### src/rtl/pfx_pkg.sv
package pfx_pkg;
  typedef enum logic [1:0] {
    REP_NONE = 2'd0,
    REP_Z    = 2'd1,
    REP_NZ   = 2'd2
  } rep_t;

  typedef enum logic [2:0] {
    BK_OPC   = 3'd0,
    BK_SEG   = 3'd1,
    BK_REPZ  = 3'd2,
    BK_REPNZ = 3'd3,
    BK_LOCK  = 3'd4
  } kind_t;
endpackage

### src/rtl/pfx_classify.sv
module pfx_classify
  import pfx_pkg::*;
(
  input  logic [7:0] byte_i,
  output kind_t      kind_o,
  output logic [1:0] seg_o
);
  always_comb begin
    seg_o = byte_i[4:3];
    case (byte_i)
      8'h26, 8'h2E, 8'h36, 8'h3E: kind_o = BK_SEG;
      8'hF3:                      kind_o = BK_REPZ;
      8'hF2:                      kind_o = BK_REPNZ;
      8'hF0:                      kind_o = BK_LOCK;
      default:                    kind_o = BK_OPC;
    endcase
  end
endmodule

### src/rtl/pfx_accum.sv
module pfx_accum
  import pfx_pkg::*;
#(
  parameter int AW = 20
) (
  input  logic          clk,
  input  logic          rst,
  input  logic          take,
  input  kind_t         kind,
  input  logic [1:0]    seg_code,
  input  logic [AW-1:0] addr,
  input  logic          late_mode,
  output logic          have_pfx,
  output logic [AW-1:0] first_addr,
  output logic [AW-1:0] last_addr,
  output logic          seg_en,
  output logic [1:0]    seg,
  output rep_t          rep,
  output logic          lock
);
  rep_t rep_new;

  always_comb begin
    rep_new = (kind == BK_REPZ) ? REP_Z : REP_NZ;
  end

  always_ff @(posedge clk) begin
    if (rst || (take && kind == BK_OPC)) begin
      have_pfx   <= 1'b0;
      first_addr <= '0;
      last_addr  <= '0;
      seg_en     <= 1'b0;
      seg        <= 2'd0;
      rep        <= REP_NONE;
      lock       <= 1'b0;
    end else if (take) begin
      have_pfx  <= 1'b1;
      last_addr <= addr;
      if (!have_pfx) first_addr <= addr;
      case (kind)
        BK_SEG: begin
          seg_en <= 1'b1;
          seg    <= seg_code;
        end
        BK_REPZ, BK_REPNZ: begin
          if (late_mode || rep == REP_NONE) rep <= rep_new;
        end
        BK_LOCK: lock <= 1'b1;
        default: ;
      endcase
    end
  end
endmodule

### src/rtl/pfx_outreg.sv
module pfx_outreg
  import pfx_pkg::*;
#(
  parameter int AW = 20
) (
  input  logic          clk,
  input  logic          rst,
  input  logic          load,
  input  logic          out_ready,
  input  logic [7:0]    d_opcode,
  input  logic          d_seg_en,
  input  logic [1:0]    d_seg,
  input  rep_t          d_rep,
  input  logic          d_lock,
  input  logic [AW-1:0] d_fault,
  input  logic [AW-1:0] d_resume,
  output logic          q_valid,
  output logic [7:0]    q_opcode,
  output logic          q_seg_en,
  output logic [1:0]    q_seg,
  output rep_t          q_rep,
  output logic          q_lock,
  output logic [AW-1:0] q_fault,
  output logic [AW-1:0] q_resume
);
  always_ff @(posedge clk) begin
    if (rst) begin
      q_valid <= 1'b0;
    end else if (load) begin
      q_valid <= 1'b1;
    end else if (out_ready) begin
      q_valid <= 1'b0;
    end
  end

  always_ff @(posedge clk) begin
    if (rst) begin
      q_opcode <= 8'd0;
      q_seg_en <= 1'b0;
      q_seg    <= 2'd0;
      q_rep    <= REP_NONE;
      q_lock   <= 1'b0;
      q_fault  <= '0;
      q_resume <= '0;
    end else if (load) begin
      q_opcode <= d_opcode;
      q_seg_en <= d_seg_en;
      q_seg    <= d_seg;
      q_rep    <= d_rep;
      q_lock   <= d_lock;
      q_fault  <= d_fault;
      q_resume <= d_resume;
    end
  end
endmodule

### src/rtl/pfx_front.sv
module pfx_front
  import pfx_pkg::*;
#(
  parameter int AW = 20
) (
  input  logic          clk,
  input  logic          rst,
  input  logic          late_mode,
  input  logic          in_valid,
  output logic          in_ready,
  input  logic [7:0]    in_byte,
  input  logic [AW-1:0] in_addr,
  output logic          out_valid,
  input  logic          out_ready,
  output logic [7:0]    out_opcode,
  output logic          out_seg_en,
  output logic [1:0]    out_seg,
  output logic [1:0]    out_rep,
  output logic          out_lock,
  output logic [AW-1:0] out_fault_addr,
  output logic [AW-1:0] out_resume_addr
);
  kind_t         kind;
  logic [1:0]    seg_code;
  logic          take, load;
  logic          have_pfx, seg_en, lock;
  logic [1:0]    seg;
  rep_t          rep, q_rep;
  logic [AW-1:0] first_addr, last_addr, fault_d, resume_d;

  assign in_ready = !out_valid || out_ready;
  assign take     = in_valid && in_ready;
  assign load     = take && (kind == BK_OPC);

  pfx_classify u_cls (
    .byte_i (in_byte),
    .kind_o (kind),
    .seg_o  (seg_code)
  );

  pfx_accum #(.AW(AW)) u_acc (
    .clk        (clk),
    .rst        (rst),
    .take       (take),
    .kind       (kind),
    .seg_code   (seg_code),
    .addr       (in_addr),
    .late_mode  (late_mode),
    .have_pfx   (have_pfx),
    .first_addr (first_addr),
    .last_addr  (last_addr),
    .seg_en     (seg_en),
    .seg        (seg),
    .rep        (rep),
    .lock       (lock)
  );

  always_comb begin
    fault_d  = have_pfx ? first_addr : in_addr;
    resume_d = !have_pfx ? in_addr : (late_mode ? first_addr : last_addr);
  end

  pfx_outreg #(.AW(AW)) u_out (
    .clk       (clk),
    .rst       (rst),
    .load      (load),
    .out_ready (out_ready),
    .d_opcode  (in_byte),
    .d_seg_en  (seg_en),
    .d_seg     (seg),
    .d_rep     (rep),
    .d_lock    (lock),
    .d_fault   (fault_d),
    .d_resume  (resume_d),
    .q_valid   (out_valid),
    .q_opcode  (out_opcode),
    .q_seg_en  (out_seg_en),
    .q_seg     (out_seg),
    .q_rep     (q_rep),
    .q_lock    (out_lock),
    .q_fault   (out_fault_addr),
    .q_resume  (out_resume_addr)
  );

  assign out_rep = q_rep;
endmodule

### config.mk
export PLATFORM = sky130hd
export DESIGN_NAME = pfx_front
export DESIGN_NICKNAME = d
export VERILOG_FILES = /design/src/rtl/pfx_pkg.sv /design/src/rtl/pfx_classify.sv /design/src/rtl/pfx_accum.sv /design/src/rtl/pfx_outreg.sv /design/src/rtl/pfx_front.sv
export SDC_FILE = /design/constraint.sdc
export NUM_CORES = 1
export LEC_CHECK = 0
export BUFFER_PORTS_ARGS = -buffer_cell sky130_fd_sc_hd__buf_4
export CAP_MARGIN = 20
export CORE_AREA = 2 2 101 103
export CTS_BUF_LIST = sky130_fd_sc_hd__clkbuf_4
export DETAILED_ROUTE_END_ITERATION = 10
export DIE_AREA = 0 0 103 105
export GPL_TIMING_DRIVEN = 0
export PLACE_DENSITY = 0.77
export SETUP_SLACK_MARGIN = 0.05
export SYNTH_ARGS = -nofsm -noshare
export SYNTH_HDL_FRONTEND = slang
export SYNTH_SLANG_ARGS = --single-unit
### constraint.sdc
create_clock -name clk -period 1.5 [get_ports clk]
set_input_delay 0.375 -clock clk [delete_from_list [all_inputs] [get_ports clk]]
set_output_delay 0.375 -clock clk [all_outputs]
set_load 0.01 [all_outputs]
==> impl_metrics.env, run 1 <==
export IMPL_port_buffer_count=86
export IMPL_fill_cells=825
export IMPL_track_usage=0.236
export IMPL_holdCritStartpoint="in_byte[3]"
export IMPL_drtPass1Iterations=5
export IMPL_hold_worst_slack_ns=0.159
export IMPL_rsz0062_at_grt="true"
export IMPL_finClkSkew_ns=0.0196
export IMPL_crit_type="register to register"
export IMPL_p_sw_uw=1710
export IMPL_die_w_um=103
export IMPL_worstReg2RegStart="u_out.q_valid"
export IMPL_placed_area_um2=5830
export IMPL_viasPerCell=5.61
export IMPL_io_pins=89
export IMPL_grt_max_degree=18
export IMPL_die_area_um2=10800
export IMPL_wire_per_inst_um=17.0
export IMPL_hold_path_end="u_out.q_opcode[3]"
export IMPL_place_hpwl_mm=8.87
export IMPL_synth_seq_area_share=0.410
export IMPL_syn_area_um2=4980
export IMPL_syn_to_final_growth_pct=24.8
export IMPL_slew_headroom=0.583
export IMPL_clkSinkCount=102
export IMPL_clk_pin_slew_ns=0.17
export IMPL_cts_buffer_depth=2
export IMPL_p_sw_frac=0.307
export IMPL_yosys_warnings=0
export IMPL_period_minus_slack_ns=1.60
export IMPL_async_flop_share=0
export IMPL_combPwrFrac=0.232
export IMPL_outcome="finished, violations left"
export IMPL_power_leakage_uw=0.00260
export IMPL_drc=0
export IMPL_setup_ws_ns=-0.103
export IMPL_drive_gt1_frac=0.350
export IMPL_die_y_um=105
export IMPL_synth_ff_type="dfxtp_1"
export IMPL_grt_first_pass_wirelength_mm=19.8
export IMPL_max_freq_mhz=624
export IMPL_gp_congestion=0.862
export IMPL_worst_slew_pin_slew_ns=0.625
export IMPL_vdd_drop_max_mv=0.411
export IMPL_p_clk_frac=0.239
export IMPL_ant_nets=0
export IMPL_grt_pass1_vias=3989
export IMPL_regToRegSetupSlack_ns=-0.10
export IMPL_hp_class="input pin to register"
export IMPL_worstRegToRegCells=7
export IMPL_ys_ff_latch=102
export IMPL_setup_viol=14
export IMPL_fp_row_count=36
export IMPL_h_tree_depth=3
export IMPL_vias=4143
export IMPL_seqPwrFrac=0.529
export IMPL_clk_latency_ns=0.48
export IMPL_antenna_found_initial=0
export IMPL_cp_required_ns=1.85
export IMPL_syn_inst=497
export IMPL_power_internal_uw=3880
export IMPL_cp_start_kind="register"
export IMPL_ys_types=35
export IMPL_cellPowerDensity_nw_per_um2=899
export IMPL_crit_arrival_ns=1.96
export IMPL_cts_made_buffers=9
export IMPL_diodes=0
export IMPL_overflow=0
export IMPL_synth_edf_count=0
export IMPL_reg2reg_to="u_acc.first_addr[14]"
export IMPL_cap_viol_max_count=0
export IMPL_cts_root_buf="clkbuf_4"
export IMPL_period_share=1.07
export IMPL_routed_wl_mm=12.6
export IMPL_start_util=0.516
export IMPL_hold_viol=0
export IMPL_slew_viol_final=0
export IMPL_stdcell_count=738
export IMPL_violations="negative setup slack"
export IMPL_multiInputGateArea_um2=2730
export IMPL_crit_path_end_kind="register"
export IMPL_seqCellArea_um2=2040
export IMPL_design_area_um2=6210
export IMPL_drt_iter0_markers=237
export IMPL_hold_depth=3
export IMPL_crit_fanout=5
export IMPL_hold_buffers=0
export IMPL_cts_tree="done"
export IMPL_syn_num_nets=530
export IMPL_nets=633
export IMPL_dp_cells=716
export IMPL_syn_area_per_cell_um2=10.0
export IMPL_core_area_um2=9640
==> synthesized netlist by cell type, types with 2 or more instances <==
| library cell | n | area (um^2) |
|---|---|---|
| o21ai_0 | 4 | 20.0 |
| nand3_1 | 4 | 20.0 |
| a211oi_2 | 20 | 250 |
| clkbuf_1 | 23 | 86.3 |
| nand2b_1 | 46 | 288 |
| a21oi_1 | 3 | 15.0 |
| inv_1 | 23 | 86.3 |
| mux2_2 | 20 | 225 |
| nor3_1 | 48 | 240 |
| nor2b_1 | 2 | 12.5 |
| nand2_1 | 2 | 7.51 |
| a211oi_1 | 23 | 173 |
| or2_2 | 2 | 12.5 |
| dfxtp_1 | 102 | 2040 |
| a211o_1 | 20 | 175 |
| buf_2 | 17 | 85.1 |
| buf_6 | 5 | 56.3 |
| mux2i_1 | 92 | 921 |
| nor2_1 | 25 | 93.8 |
==> routing by layer <==
layer,global-route usage,part of all wire
met1,0.310,0.42
met2,0.379,0.48
met3,0.0475,0.081
met4,0.0865,0.022
met5,0,0
==> flip-flops by register name, indices dropped and copies added (netlist names) <==
signal,flops
u_out.q_seg_en,1
u_acc.last_addr,20
u_out.q_seg,2
u_acc.have_pfx,1
u_acc.seg_en,1
u_out.q_fault,20
u_out.q_resume,20
u_out.q_valid,1
u_acc.seg,2
u_out.q_lock,1
u_out.q_opcode,8
u_acc.first_addr,20
u_acc.rep,2
u_acc.lock,1
u_out.q_rep,2
==> metrics by stage <==
step	setup WS [ns]	setup TNS, ns	util	power (uW)
5_1_grt	-0.178	-2.91	0.645	5850
6_report	-0.103	-0.736	0.645	5590
2_1_floorplan	-0.0687	-3.28	-	3760
3_3_place_gp	-0.606	-40.07	0.605	4180
4_1_cts	-0.0929	-1.33	0.631	5560
3_5_place_dp	-0.624	-41.56	0.605	4200
==> cells in the final DEF (no fill, tap or decap), drive strengths merged, types with 5 or more instances in the layout <==
cell type / instances
dfxtp: 102
buf: 116
a211oi: 43
clkbuf: 33
nor3: 48
a211o: 20
inv: 26
mux2i: 92
mux2: 20
o21ai: 5
nand2b: 46
nor2: 25
==> power groups by stage <==
stage                     clock network (uW)  logic, uW  registers [uW]
after floorplan                            0        704            3050
after global placement                     0       1170            3010
after detailed placement                   0       1190            3010
after CTS                               1360       1240            2960
after global routing                    1490       1390            2980
final                                   1330       1300            2960
==> how the worst max path moves through the flow <==
| stage | startpoint | to | slack [ns] | depth (start not counted) |
|---|---|---|---|---|
| global route | u_out.q_valid | u_acc.first_addr[14] | -0.18 | 7 |
| CTS | u_out.q_valid | in_ready | -0.09 | 3 |
| detailed placement | in_byte[2] | u_out.q_fault[19] | -0.62 | 6 |
| finish | u_out.q_valid | u_acc.first_addr[14] | -0.10 | 7 |
| floorplan | in_byte[6] | u_out.q_resume[0] | -0.07 | 7 |
| global placement | in_byte[2] | u_out.q_fault[17] | -0.61 | 6 |
==> critical path: stages (launching register included) <==
cell and delay [ns]:
dfxtp_2 0.36, nor2b_4 0.14, buf_6 0.12, nor3_4 0.30
buf_4 0.19, buf_6 0.13, mux2i_1 0.18, nor3_1 0.06
==> final cells by class <==
| type | count | share of cell area |
|---|---|---|
| Sequential cell | 102 | 0.329 |
| Timing Repair Buffer | 92 | 0.113 |
| Tap cell | 133 | 0.0268 |
| Multi-Input combinational cell | 325 | 0.440 |
| Inverter | 23 | 0.0143 |
| Buffer | 47 | 0.0584 |
| Clock buffer | 10 | 0.0121 |
| Clock inverter | 6 | 0.00705 |
==> logic make-up (layout without fill, tap and decap cells) <==
logic type | after synthesis | count (layout) | share of synthesized area
AND/OR/NAND/NOR | 134 | 134 | 0.150
AO/OA/AOI/OAI | 79 | 79 | 0.144
flip-flops | 102 | 102 | 0.410
buffers and inverters | 70 | 178 | 0.0656
multiplexers | 112 | 112 | 0.230
==> what timing repair did <==
item,4_1_cts,5_1_grt
cloned,1,1
setup endpoints to repair,103,102
pin swaps,0,3
endpoints found under the hold margin,0,0
resized for setup,38,33
buffers inserted,2,2
No activity file was read; power rests on OpenSTA's default activity.
==> run 2: changes to the inputs <==
--- a/config.mk
+++ b/config.mk
@@ -6,7 +6,7 @@
 export NUM_CORES = 1
 export LEC_CHECK = 0
 export BUFFER_PORTS_ARGS = -buffer_cell sky130_fd_sc_hd__buf_4
-export CAP_MARGIN = 20
+export CAP_MARGIN = 30
 export CORE_AREA = 2 2 101 103
 export CTS_BUF_LIST = sky130_fd_sc_hd__clkbuf_4
 export DETAILED_ROUTE_END_ITERATION = 10
@@ -14,6 +14,7 @@
 export GPL_TIMING_DRIVEN = 0
 export PLACE_DENSITY = 0.77
 export SETUP_SLACK_MARGIN = 0.05
+export SKIP_CTS_REPAIR_TIMING = 1
 export SYNTH_ARGS = -nofsm -noshare
 export SYNTH_HDL_FRONTEND = slang
 export SYNTH_SLANG_ARGS = --single-unit
==> impl_metrics.env, run 2 (synthesis gave the netlist of run 1 again) <==
export IMPL_crit_path_end_kind="register"
export IMPL_antenna_found_initial=0
export IMPL_crit_arrival_ns=1.92
export IMPL_cellPowerDensity_nw_per_um2=896
export IMPL_cap_viol_max_count=0
export IMPL_drt_iter0_markers=235
export IMPL_crit_type="register to register"
export IMPL_power_leakage_uw=0.00264
export IMPL_routed_wl_mm=13.0
export IMPL_ant_nets=0
export IMPL_worstReg2RegStart="u_out.q_valid"
export IMPL_grt_pass1_vias=3934
export IMPL_viasPerCell=5.65
export IMPL_grt_max_degree=18
export IMPL_rsz0062_at_grt="true"
export IMPL_place_hpwl_mm=8.87
export IMPL_fp_row_count=36
export IMPL_start_util=0.516
export IMPL_cts_made_buffers=9
export IMPL_hold_viol=0
export IMPL_drtPass1Iterations=5
export IMPL_cts_buffer_depth=2
export IMPL_diodes=0
export IMPL_design_area_um2=6300
export IMPL_power_total_uw=5640
export IMPL_tns_ns=-0.265
export IMPL_holdCritStartpoint="in_byte[2]"
export IMPL_clk_pin_slew_ns=0.17
export IMPL_die_w_um=103
export IMPL_drc=0
export IMPL_die_area_um2=10800
export IMPL_core_area_um2=9640
export IMPL_finClkSkew_ns=0.0173
export IMPL_period_minus_slack_ns=1.56
export IMPL_h_tree_depth=3
export IMPL_setup_viol=7
export IMPL_placed_area_um2=5830
export IMPL_grt_first_pass_wirelength_mm=19.7
export IMPL_violations="negative setup slack"
export IMPL_slew_headroom=0.594
export IMPL_setup_ws_ns=-0.0590
export IMPL_vias=4183
export IMPL_slew_viol_final=0
export IMPL_cts_root_buf="clkbuf_4"
export IMPL_overflow=0
export IMPL_nets=636
export IMPL_port_buffer_count=86
export IMPL_final_cell_mix="dfxtp_1, buf_4, mux2i_1"
export IMPL_hp_class="input pin to register"
export IMPL_final_common_cell="dfxtp_1"
export IMPL_outcome="finished, violations left"
export IMPL_crit_fanout=5
export IMPL_cts_tree="done"
export IMPL_gp_congestion=0.862
export IMPL_vdd_drop_max_mv=0.410
export IMPL_clk_latency_ns=0.47
export IMPL_max_freq_mhz=641
export IMPL_startpoint="u_out.q_valid"
export IMPL_cp_required_ns=1.86
export IMPL_syn_to_final_growth_pct=26.5
export IMPL_worst_slew_pin_slew_ns=0.609
export IMPL_io_pins=89
export IMPL_clkSinkCount=102
export IMPL_cp_start_kind="register"
export IMPL_period_share=1.04
export IMPL_drive_gt1_frac=0.360
export IMPL_track_usage=0.235
export IMPL_wire_per_inst_um=17.6
export IMPL_die_y_um=105
==> run 2: final timing paths <==
check	cells after the start	to	slack [ns]
setup / recovery	7	u_acc.first_addr[2]	-0.06
hold reg to reg	2	u_out.q_fault[7]	0.48
setup reg to reg	7	u_acc.first_addr[2]	-0.06
hold / removal	3	u_out.q_opcode[2]	0.17
==> run 2: critical path, cell delays in order, from the launching register on <==
cell and delay (ns):
dfxtp_2 0.36, nor2b_4 0.13, buf_4 0.15, nor3_4 0.26, buf_6 0.16, buf_8 0.12, mux2i_1 0.20, nor3_1 0.06
==> run 2: area by class of cell <==
class	count	area, um^2
repair buffers	95	762
multi-input cells	325	2750
flip-flops and latches	102	2040
clock buffers	10	75.1
fillers	817	3340
inverters	23	88.8
clock inverters	6	43.8
well taps	133	166
plain buffers	47	367
==> run 2: layer usage <==
layer / share of wire / GRT usage
met1: 0.44 / 0.314
met2: 0.47 / 0.372
met3: 0.065 / 0.0455
met4: 0.025 / 0.0883
met5: 0 / 0
==> run 2: stage by stage <==
stage	setup WS, ns	hold slack, ns	util	cells
6_report	-0.0590	0.166	0.653	741
4_1_cts	-0.522	0.159	0.617	732
2_1_floorplan	-0.0687	0.448	-	497
3_5_place_dp	-0.624	0.459	0.605	716
3_3_place_gp	-0.606	0.456	0.605	716
5_1_grt	-0.109	0.175	0.653	741
==> run 2: where the power goes <==
part	total [uW]	internal, uW	switching (uW)
clock	1340	373	970
sequential	2960	2870	88.4
combinational	1340	659	684
total	5640	3900	1740
